### src/rtl/frmser_pkg.sv
package frmser_pkg;

  typedef enum logic [3:0] {
    S_IDLE, S_ST_CLK, S_ST_DAT, S_BIT_LO, S_BIT_HI,
    S_SP_DAT, S_SP_CLK, S_SP_DROP, S_FIN
  } phase_e;

  // system clocks per half-bit
  function automatic int unsigned half_cycles(input int unsigned div);
    return div + 1;
  endfunction

  // half-bits spent in one request
  function automatic int unsigned frame_halves(input int unsigned nbits,
                                               input bit b, input bit e);
    return 2 * nbits + (b ? 2 : 0) + (e ? 3 : 0);
  endfunction

  function automatic int unsigned clamp_bits(input int unsigned req,
                                             input int unsigned lim);
    return (req > lim) ? lim : req;
  endfunction

endpackage

### src/rtl/half_bit_pacer.sv
module half_bit_pacer #(
  parameter int DIV_W = 8
) (
  input  logic             clk,
  input  logic             rst_n,
  input  logic             run,
  input  logic [DIV_W-1:0] div,
  output logic             tick
);
  logic [DIV_W-1:0] cnt;

  always_ff @(posedge clk or negedge rst_n) begin
    if (!rst_n)             cnt <= '0;
    else if (!run)          cnt <= '0;
    else if (cnt == div)    cnt <= '0;
    else                    cnt <= cnt + 1'b1;
  end

  assign tick = run && (cnt == div);

  // a half-bit longer than one cycle never ends on two cycles in a row
  assert_tick_gap_R3: assert property (@(posedge clk) disable iff (!rst_n)
    (tick && div != '0) |=> !tick);
endmodule

### src/rtl/bit_shuttle.sv
module bit_shuttle #(
  parameter int MAX_BITS = 32,
  parameter int CNT_W    = 6
) (
  input  logic                clk,
  input  logic                rst_n,
  input  logic                load,
  input  logic [MAX_BITS-1:0] tx_data,
  input  logic                adv,
  input  logic                sample,
  input  logic                ser_in,
  output logic                tx_bit,
  output logic [MAX_BITS-1:0] rx_q,
  output logic                byte_stb
);
  localparam int IDX_W = (MAX_BITS > 1) ? $clog2(MAX_BITS) : 1;

  logic [MAX_BITS-1:0] tx_sh;
  logic [CNT_W-1:0]    idx;
  logic [CNT_W-1:0]    slot;

  always_comb slot = CNT_W'(MAX_BITS - 1) - idx;

  always_ff @(posedge clk or negedge rst_n) begin
    if (!rst_n) begin
      tx_sh    <= '0;
      rx_q     <= '0;
      idx      <= '0;
      byte_stb <= 1'b0;
    end else begin
      byte_stb <= 1'b0;
      if (load) begin
        tx_sh <= tx_data;
        rx_q  <= '0;
        idx   <= '0;
      end else begin
        if (adv) tx_sh <= tx_sh << 1;
        if (sample) begin
          rx_q[slot[IDX_W-1:0]] <= ser_in;
          idx      <= idx + 1'b1;
          byte_stb <= (idx[2:0] == 3'd7);
        end
      end
    end
  end

  assign tx_bit = tx_sh[MAX_BITS-1];

  assert_rx_cleared_R4: assert property (@(posedge clk) disable iff (!rst_n)
    load |=> (rx_q == '0));
  assert_byte_follows_sample_R5: assert property (@(posedge clk) disable iff (!rst_n)
    byte_stb |-> $past(sample));
endmodule

### src/rtl/frame_sequencer.sv
module frame_sequencer
  import frmser_pkg::*;
#(
  parameter int MAX_BITS = 32,
  parameter int CNT_W    = 6,
  parameter int DIV_W    = 8
) (
  input  logic             clk,
  input  logic             rst_n,
  input  logic             req_valid,
  input  logic             req_begin,
  input  logic             req_end,
  input  logic [CNT_W-1:0] req_nbits,
  input  logic [DIV_W-1:0] half_div,
  input  logic             tick,
  input  logic             tx_bit,
  output logic             run,
  output logic [DIV_W-1:0] div_q,
  output logic             load,
  output logic             adv,
  output logic             sample,
  output logic             busy,
  output logic             done,
  output logic             ser_clk,
  output logic             ser_out
);
  phase_e           state;
  logic             beg_q, end_q;
  logic [CNT_W-1:0] left, nb_q, nb_in;

  always_comb nb_in = CNT_W'(clamp_bits(32'(req_nbits), MAX_BITS));

  // phase that follows the opening mark (or acceptance without one)
  function automatic phase_e body_phase(input logic [CNT_W-1:0] n, input logic e);
    if (n != '0) return S_BIT_LO;
    if (e)       return S_SP_DAT;
    return S_FIN;
  endfunction

  always_ff @(posedge clk or negedge rst_n) begin
    if (!rst_n) begin
      state  <= S_IDLE;
      beg_q  <= 1'b0;
      end_q  <= 1'b0;
      left   <= '0;
      nb_q   <= '0;
      div_q  <= '0;
      sample <= 1'b0;
      done   <= 1'b0;
    end else begin
      done   <= (state == S_FIN);
      sample <= 1'b0;
      unique case (state)
        S_IDLE: if (req_valid) begin
          beg_q <= req_begin;
          end_q <= req_end;
          left  <= nb_in;
          nb_q  <= nb_in;
          div_q <= half_div;
          state <= req_begin ? S_ST_CLK : body_phase(nb_in, req_end);
        end
        S_ST_CLK:  if (tick) state <= S_ST_DAT;
        S_ST_DAT:  if (tick) state <= body_phase(left, end_q);
        S_BIT_LO:  if (tick) state <= S_BIT_HI;
        S_BIT_HI:  if (tick) begin
          left   <= left - 1'b1;
          sample <= 1'b1;
          state  <= (left > 1) ? S_BIT_LO : (end_q ? S_SP_DAT : S_FIN);
        end
        S_SP_DAT:  if (tick) state <= S_SP_CLK;
        S_SP_CLK:  if (tick) state <= S_SP_DROP;
        S_SP_DROP: if (tick) state <= S_FIN;
        S_FIN:     state <= S_IDLE;
        default:   state <= S_IDLE;
      endcase
    end
  end

  assign load = (state == S_IDLE) && req_valid;
  assign adv  = (state == S_BIT_HI) && tick;
  assign run  = (state != S_IDLE) && (state != S_FIN);
  assign busy = (state != S_IDLE);

  always_comb begin
    ser_clk = (state == S_ST_CLK) || (state == S_ST_DAT) || (state == S_BIT_HI) ||
              (state == S_SP_CLK) || (state == S_SP_DROP);
    unique case (state)
      S_ST_DAT, S_SP_DAT, S_SP_CLK: ser_out = 1'b1;
      S_BIT_LO, S_BIT_HI:           ser_out = tx_bit;
      default:                      ser_out = 1'b0;
    endcase
  end

  // checker: cycles spent in timed phases, compared with the length formula
  int unsigned busy_cyc;
  int unsigned exp_len;
  always_ff @(posedge clk or negedge rst_n) begin
    if (!rst_n)                     busy_cyc <= 0;
    else if (load)                  busy_cyc <= 0;
    else if (state != S_IDLE)       busy_cyc <= busy_cyc + 1;
  end
  always_comb exp_len = frame_halves(32'(nb_q), beg_q, end_q) * half_cycles(32'(div_q));

  assert_frame_length_R9: assert property (@(posedge clk) disable iff (!rst_n)
    (state == S_FIN) |-> (busy_cyc == exp_len));
  assert_done_after_fin_R9: assert property (@(posedge clk) disable iff (!rst_n)
    done |-> ($past(state) == S_FIN) && !busy);
  assert_bit_held_R3: assert property (@(posedge clk) disable iff (!rst_n)
    (state == S_BIT_HI && $past(state) == S_BIT_HI) |-> $stable(ser_out));
  assert_count_clamped_R8: assert property (@(posedge clk) disable iff (!rst_n)
    busy |-> (left <= CNT_W'(MAX_BITS)));
  assert_idle_lines_R1: assert property (@(posedge clk) disable iff (!rst_n)
    (state == S_IDLE) |-> (!ser_clk && !ser_out));
endmodule

### src/rtl/framed_serial_master.sv
module framed_serial_master #(
  parameter int MAX_BYTES = 4,
  parameter int DIV_W     = 8,
  localparam int MAX_BITS = MAX_BYTES * 8,
  localparam int CNT_W    = $clog2(MAX_BITS + 1)
) (
  input  logic                clk,
  input  logic                rst_n,
  input  logic                req_valid,
  input  logic                req_begin,
  input  logic                req_end,
  input  logic [CNT_W-1:0]    req_nbits,
  input  logic [MAX_BITS-1:0] tx_data,
  input  logic [DIV_W-1:0]    half_div,
  output logic                busy,
  output logic                done,
  output logic [MAX_BITS-1:0] rx_data,
  output logic                rx_byte_stb,
  output logic                ser_clk,
  output logic                ser_out,
  input  logic                ser_in
);
  logic             run, tick, load, adv, sample, tx_bit;
  logic [DIV_W-1:0] div_q;

  frame_sequencer #(.MAX_BITS(MAX_BITS), .CNT_W(CNT_W), .DIV_W(DIV_W)) seq_i (
    .clk(clk), .rst_n(rst_n),
    .req_valid(req_valid), .req_begin(req_begin), .req_end(req_end),
    .req_nbits(req_nbits), .half_div(half_div),
    .tick(tick), .tx_bit(tx_bit),
    .run(run), .div_q(div_q), .load(load), .adv(adv), .sample(sample),
    .busy(busy), .done(done), .ser_clk(ser_clk), .ser_out(ser_out)
  );

  half_bit_pacer #(.DIV_W(DIV_W)) pace_i (
    .clk(clk), .rst_n(rst_n), .run(run), .div(div_q), .tick(tick)
  );

  bit_shuttle #(.MAX_BITS(MAX_BITS), .CNT_W(CNT_W)) shuttle_i (
    .clk(clk), .rst_n(rst_n), .load(load), .tx_data(tx_data),
    .adv(adv), .sample(sample), .ser_in(ser_in),
    .tx_bit(tx_bit), .rx_q(rx_data), .byte_stb(rx_byte_stb)
  );

  // a request seen while a frame runs leaves the loaders untouched
  assert_busy_ignores_req_R10: assert property (@(posedge clk) disable iff (!rst_n)
    (busy && req_valid) |-> !load);
endmodule

### config.mk
export PLATFORM = sky130hd
export DESIGN_NAME = framed_serial_master
export DESIGN_NICKNAME = d
export VERILOG_FILES = /design/src/rtl/frmser_pkg.sv /design/src/rtl/half_bit_pacer.sv /design/src/rtl/bit_shuttle.sv /design/src/rtl/frame_sequencer.sv /design/src/rtl/framed_serial_master.sv
export SDC_FILE = /design/constraint.sdc
export NUM_CORES = 1
export LEC_CHECK = 0
export CAP_MARGIN = 20
export CORE_UTILIZATION = 60
export CTS_BUF_LIST = sky130_fd_sc_hd__clkbuf_8
export DETAILED_ROUTE_END_ITERATION = 16
export DONT_BUFFER_PORTS = 1
export HOLD_SLACK_MARGIN = 0.02
export PLACE_DENSITY = 0.84
export SYNTH_ARGS = -nofsm -noshare
export SYNTH_HDL_FRONTEND = slang
export SYNTH_SLANG_ARGS = --single-unit
### constraint.sdc
create_clock -name clk -period 3.1 [get_ports clk]
set_input_delay 0.465 -clock clk [delete_from_list [all_inputs] [get_ports clk]]
set_output_delay 0.465 -clock clk [all_outputs]
set_load 0.005 [all_outputs]
==> results of run 1 <==
cells in the final DEF, fill, tap and decap left out, types with 2 or more instances in the layout:
master and instances:
sky130_fd_sc_hd__xnor2_1 10, sky130_fd_sc_hd__o22ai_1 2, sky130_fd_sc_hd__mux2i_1 9, sky130_fd_sc_hd__a21oi_1 40, sky130_fd_sc_hd__o21ai_0 41, sky130_fd_sc_hd__nor3_1 9, sky130_fd_sc_hd__xor2_1 7, sky130_fd_sc_hd__nor4_1 3
sky130_fd_sc_hd__or4_1 3, sky130_fd_sc_hd__nand3_1 9, sky130_fd_sc_hd__nor2_1 83, sky130_fd_sc_hd__a311oi_1 2, sky130_fd_sc_hd__dfrtp_1 99, sky130_fd_sc_hd__clkbuf_8 9, sky130_fd_sc_hd__inv_6 2, sky130_fd_sc_hd__o221ai_1 2
sky130_fd_sc_hd__nand3b_1 5, sky130_fd_sc_hd__nor3b_1 2, sky130_fd_sc_hd__inv_8 2, sky130_fd_sc_hd__nand2_1 107, sky130_fd_sc_hd__nand4_1 3, sky130_fd_sc_hd__buf_12 2, sky130_fd_sc_hd__and3_1 5, sky130_fd_sc_hd__ha_1 9
sky130_fd_sc_hd__inv_1 10, sky130_fd_sc_hd__a31oi_1 2, sky130_fd_sc_hd__a221o_1 28, sky130_fd_sc_hd__or3_1 4
kinds of logic after synthesis:
kind of cell | synth area share, %
buf+inv | 4.528
flops | 50.37
xor+xnor | 3.027
simple gates | 21.04
compound gates | 16.92
mux | 1.832
fa+ha+maj | 2.290
sequential cells by signal, indices dropped and copies added, names as in the netlist:
signal,flops
shuttle_i.idx,5
seq_i.left,6
seq_i.div_q,8
shuttle_i.tx_sh,32
seq_i.done,1
seq_i.sample,1
seq_i.end_q,1
seq_i.state,4
shuttle_i.byte_stb,1
shuttle_i.rx_q,32
pace_i.cnt,8
final cells by class:
type / instances / area, µm² / area share (%)
clock inverter: 7 / 82.58 / 1.603
sequential: 99 / 2477 / 48.11
multi-input combinational: 402 / 2226 / 43.22
timing repair buffer: 4 / 75.07 / 1.458
clock buffer: 9 / 123.9 / 2.405
tap: 102 / 127.6 / 2.478
inverter: 10 / 37.54 / 0.7289
metal layers:
| metal | wire, µm | track usage (%) | share of wire [%] |
|---|---|---|---|
| met1 | 4524 | 35.34 | 43 |
| met2 | 4951 | 41.91 | 47 |
| met3 | 833 | 8.046 | 8.0 |
| met4 | 134 | 7.031 | 1.3 |
| met5 | 0 | 0 | 0 |
path summary, 6_finish.rpt:
kind	from	end	slack, ns	cells past startpoint
max in group asynchronous	rst_n	seq_i.left[4]	2.72	1
min in group clk	ser_in	shuttle_i.rx_q[15]	0.21	2
max reg2reg	seq_i.state[1]	shuttle_i.tx_sh[3]	0.73	6
min reg2reg	seq_i.div_q[6]	seq_i.div_q[6]	0.51	2
min	rst_n	shuttle_i.rx_q[16]	0.02	1
max	seq_i.state[1]	shuttle_i.tx_sh[3]	0.73	6
through the flow:
step	instances	area, µm²	setup slack, ns
2_1_floorplan	550	4918	1.148
3_3_place_gp	616	4916	0.8723
3_5_place_dp	616	4916	0.7556
4_1_cts	633	5150	0.7384
5_1_grt	633	5150	0.5371
6_report	633	5150	0.7278
where the power goes:
group          switching, mW  internal, mW
logic                  0.759         0.585
registers              0.370          1.68
clock network          0.479         0.389
total                   1.61          2.66
worst max-delay path: cells and delay by family, from the launching register on:
kind | cells | cell delay (ns)
compound gates | 1 | 0.28
buf+inv | 1 | 0.36
flops | 1 | 0.55
simple gates | 4 | 1.07
timing repair:
| item | CTS | global route |
|---|---|---|
| setup buffers | 0 | 0 |
| endpoints found under the setup margin | 0 | 0 |
| hold endpoints to repair | 99 | 0 |
| hold buffers | 1 | 0 |
==> impl_metrics.tcl, run 1 <==
set metrics [dict create \
    die_x_um 92.54 \
    crit_required_ns 3.35 \
    grt_antenna_before_repair 0 \
    detailed_place_hpwl_mm 6.920 \
    placement.io_buffers 0 \
    setup-violations-final 0 \
    row_count 32 \
    grt_setup_unrepaired "false" \
    worstPathArrival_ns 2.62 \
    number_of_gates_resized_after_cts 0 \
    drv_cap 0 \
    netlist.top_cell.by_area "sky130_fd_sc_hd__dfrtp_1" \
    grt-ovfl-total 0 \
    cts-buffers-inserted 9 \
    synth_most_common_cell "sky130_fd_sc_hd__nand2_1" \
    path_cells "nor4_1 > nand2_1 > buf_4 > nand2_1 > nor2_1 > a221o_1" \
    crit_path_max_incr_delay_ns 0.55 \
    ant_diodes 0 \
    clock_tree.root_cell "sky130_fd_sc_hd__clkbuf_8" \
    drt-initial-drc-count 215 \
    final.period_utilization_pct 76.52 \
    grt_first_pass_wirelength_mm 18.02 \
    fp.coreArea_mm2 0.007848 \
    synthDominantCellAreaShare_pct 50.37 \
    postSynthRegisterBits 99 \
    drt_drc_violations_left 0 \
    grt_use_total_pct 26.39 \
    worstMarginPinSlew_ns 0.7654 \
    static-leakage-power_nw 2.281 \
    worstHoldPathType "in -> async" \
    chipHeight_um 92.54 \
    syn_nets 611 \
    dieArea_mm2 0.008564 \
    pin_count_of_the_biggest_net_entering_global_routing 100 \
    yosys.cell_types.count 45 \
    timing.final.hold_violations 0 \
    postRouteAntennaNets 0 \
    post_synth.cell_area_avg_um2 8.943 \
    cts_max_path_buffers 2 \
    peakVddDrop_mv 0.3883 \
    synth.yosys.warnings 0 \
    mappedNetlistArea_mm2 0.004918 \
    wl_mm 10.44 \
    critical_path.most_common_cell "sky130_fd_sc_hd__nand2_1" \
    synthTopCellsByArea "sky130_fd_sc_hd__dfrtp_1 (50%), sky130_fd_sc_hd__nand2_1 (8.2%), sky130_fd_sc_hd__nor2_1 (6.3%)" \
    crit_slowest_cell "sky130_fd_sc_hd__dfrtp_1" \
    numClockSinks 99 \
    period_minus_slack_ns 2.372 \
    num_vias 3857 \
    post_synth_edffs 0 \
    layout-drive-gt1-share_pct 5.273 \
    synthCells 550 \
    power_density_mw_per_mm2 827.8 \
    finalCoreUtilization_pct 65.63 \
    yosys-top-cells-count "sky130_fd_sc_hd__nand2_1 (107), sky130_fd_sc_hd__dfrtp_1 (99), sky130_fd_sc_hd__nor2_1 (83)" \
    design.portCount 89 \
    relSlewSlack_pct 48.84 \
    clock_pin_slew_of_the_registers_on_the_worst_case_setup_and_hold_paths_ns 0.11 \
    cts-htree-levels 3 \
    area_growth_syn_to_layout_pct 4.706 \
    worstSkewPairLatency_ns 0.37 \
    route.detailed.wl_per_inst_um 16.50 \
    route.detailed.vias_per_inst 6.093 \
    synthArstFlopShare_pct 100.0 \
    holdWs_ns 0.01752 \
    crit_path_end_kind "register" \
    fill_cells 645 \
    ys.flop_type "sky130_fd_sc_hd__dfrtp_1" \
    skew_ns 0.01595 \
    fmax_ghz 0.4215 \
    path_max_fanout 29 \
    tritoncts "yes" \
    finalNetCount 587 \
    drt_pre_antenna_iters 8 \
    seq_total_area_yosys_pct 50.37 \
    slew_violations 0 \
    grt_pass1_vias 3847 \
    path_class "reg -> reg" \
    timing.critical_path.from_type "register" \
    globalplace.congestion 0.8780 \
    fin_setup_tns_ns 0 \
    result_of_the_run "complete, no violations" \
    fin_total_pwr_mw 4.263 \
    initial_core_util_pct 62.68 \
]
(Power assumes the default switching activity.)
==> inputs of run 2 (changes only) <==
--- a/config.mk
+++ b/config.mk
@@ -11,7 +11,7 @@
 export DETAILED_ROUTE_END_ITERATION = 16
 export DONT_BUFFER_PORTS = 1
 export HOLD_SLACK_MARGIN = 0.02
-export PLACE_DENSITY = 0.84
+export PLACE_DENSITY = 0.87
 export SYNTH_ARGS = -nofsm -noshare
 export SYNTH_HDL_FRONTEND = slang
 export SYNTH_SLANG_ARGS = --single-unit
==> constraint.sdc (replaced) <==
create_clock -name clk -period 2 [get_ports clk]
set_input_delay 0.3 -clock clk [delete_from_list [all_inputs] [get_ports clk]]
set_output_delay 0.3 -clock clk [all_outputs]
set_load 0.005 [all_outputs]
==> run 2 against run 1 <==
- the run now ends with negative hold slack left
- flip-flop and latch count stayed put
- non-clock buffer count is 36 higher
- die area unchanged
- sequential power rose by 52%
- critical endpoint is now seq_i.state[0]
- wire length up 12%
- global-route usage increased by 1.1 points
- power grew 67%
- clock skew shrank 0.0017 ns
- via count rose by 6.0%
- critical path depth fell by 1
- largest cell class unchanged
- combinational power increased by 96%
- largest power group unchanged
==> impl_metrics.tcl, run 2 (same netlist as run 1, synthesis figures left out) <==
set metrics [dict create \
    clock_pin_slew_of_the_registers_on_the_worst_case_setup_and_hold_paths_ns 0.11 \
    cts-buffers-inserted 9 \
    worstPathArrival_ns 2.24 \
    holdWs_ns -0.3719 \
    period_minus_slack_ns 1.944 \
    detailed_place_hpwl_mm 7.552 \
    power_density_mw_per_mm2 1289 \
    crit_slowest_cell "sky130_fd_sc_hd__or4b_2" \
    globalplace.congestion 0.8665 \
    area_growth_syn_to_layout_pct 11.98 \
    fin_total_pwr_mw 7.101 \
    clock_tree.root_cell "sky130_fd_sc_hd__clkbuf_8" \
    wl_mm 11.65 \
    crit_required_ns 2.29 \
    drt-initial-drc-count 287 \
    worstPathBufferInverterCount 0 \
    worst_setup_path_startpoint "seq_i.state[0]" \
    layout-drive-gt1-share_pct 12.52 \
    reg2reg_depth 5 \
    die_x_um 92.54 \
    relSlewSlack_pct 64.57 \
    layout_commonest_cell "sky130_fd_sc_hd__nand2_1" \
    dieArea_mm2 0.008564 \
    drt_drc_violations_left 0 \
    fp.coreArea_mm2 0.007848 \
    finalNetCount 623 \
    post-place-cells 650 \
    path_max_fanout 4 \
    numClockSinks 99 \
    peakVddDrop_mv 0.5521 \
    design.portCount 89 \
    slew_violations 0 \
    worst_setup_path_endpoint "seq_i.state[0]" \
    worstMarginPinSlew_ns 0.5301 \
    placement.io_buffers 0 \
    grt_first_pass_wirelength_mm 18.57 \
    static-leakage-power_nw 2.481 \
    grt_antenna_before_repair 0 \
    row_count 32 \
    biggestRegsByFlops "shuttle_i.rx_q: 32 flops, shuttle_i.tx_sh: 32 flops" \
    ant_diodes 0 \
    rr_startpoint "seq_i.state[0]" \
    grt_pass1_vias 3863 \
    pin_count_of_the_biggest_net_entering_global_routing 100 \
    route.detailed.wl_per_inst_um 17.41 \
    stdcell_count 669 \
    cts-htree-levels 3 \
    cts_max_path_buffers 2 \
    final.period_utilization_pct 97.19 \
    violations "negative hold slack" \
    skew_ns 0.01424 \
    initial_core_util_pct 62.68 \
    drv_cap 0 \
    grt-ovfl-total 0 \
    tritoncts "yes" \
    num_vias 4087 \
    regToRegEndpoint "seq_i.state[0]" \
    finalCoreUtilization_pct 70.18 \
    drt_pre_antenna_iters 5 \
    chipHeight_um 92.54 \
    fin_setup_tns_ns 0 \
    worstSkewPairLatency_ns 0.36 \
    crit_path_max_incr_delay_ns 0.74 \
    critical_path.most_common_cell "sky130_fd_sc_hd__a21oi_1" \
    grt_setup_unrepaired "true" \
    grt_use_total_pct 27.45 \
    timing.final.hold_violations 99 \
    route.detailed.vias_per_inst 6.109 \
    crit_path_end_kind "register" \
    result_of_the_run "finished with violations" \
    setup-violations-final 0 \
    critPathTopFamily "simple AND/OR/NAND/NOR gates" \
    critical_path_depth 5 \
    layout.cells.most_common_list "sky130_fd_sc_hd__nand2_1 (107), sky130_fd_sc_hd__dfrtp_1 (98), sky130_fd_sc_hd__nor2_1 (83)" \
    worstHoldPathType "in -> async" \
    postRouteAntennaNets 0 \
    path_class "reg -> reg" \
    r2r_slack_ns 0.06 \
    path_cells "or4b_2 > a21oi_1 > a21oi_1 > a311oi_1 > a31o_2" \
    timing.critical_path.from_type "register" \
    fmax_ghz 0.5145 \
]
-- run 2: through the flow --
stage	hold slack, ns	setup WS, ns	cell area (µm²)
4_1_cts	-0.3958	-0.01617	5429
3_5_place_dp	0.007316	-0.05971	5184
2_1_floorplan	0.004409	0.04813	4918
3_3_place_gp	0.009125	-0.07102	5184
5_1_grt	-0.4013	-0.01409	5508
6_report	-0.3719	0.05619	5508
-- run 2: how the worst min path moves through the flow --
stage          cells after the start             endpoint  slack, ns  startpoint
4_1_cts                            0        seq_i.left[5]      -0.40       rst_n
3_3_place_gp                       0       seq_i.div_q[5]      0.009       rst_n
5_1_grt                            0     shuttle_i.idx[1]      -0.40       rst_n
6_report                           0  shuttle_i.tx_sh[15]      -0.37       rst_n
2_1_floorplan                      0        pace_i.cnt[0]      0.004       rst_n
3_5_place_dp                       0           seq_i.done      0.007       rst_n
-- run 2: cell type report --
class                   instances  area (µm²)
clock inverters                 7       86.33
repair buffers                 40       384.1
flip-flops and latches         99        2479
well taps                     102       127.6
clock buffers                   9       123.9
fillers                       604        2340
inverters                      10       37.54
multi-input cells             402        2270
-- run 2: power by group --
group | switching [mW] | internal, mW | total (mW)
clock network | 0.755 | 0.603 | 1.36
registers | 0.504 | 2.61 | 3.11
logic | 1.40 | 1.23 | 2.63
-- run 2: what timing repair did --
| action | CTS | global route |
|---|---|---|
| pin swaps | 0 | 3 |
| buffers inserted | 0 | 1 |
| gates cloned | 1 | 1 |
| setup endpoints to repair | 34 | 36 |
| endpoints found under the hold margin | 99 | 99 |
| gates resized for setup | 2 | 9 |
-- run 2: metal layers --
layer | routed length (µm) | vias to the layer above | global-route usage (%)
li1 | - | 1923 | -
met1 | 4768 | 1983 | 36.33
met2 | 5768 | 164 | 43.95
met3 | 988 | 17 | 8.785
met4 | 123 | 0 | 6.901
met5 | 0 | - | 0
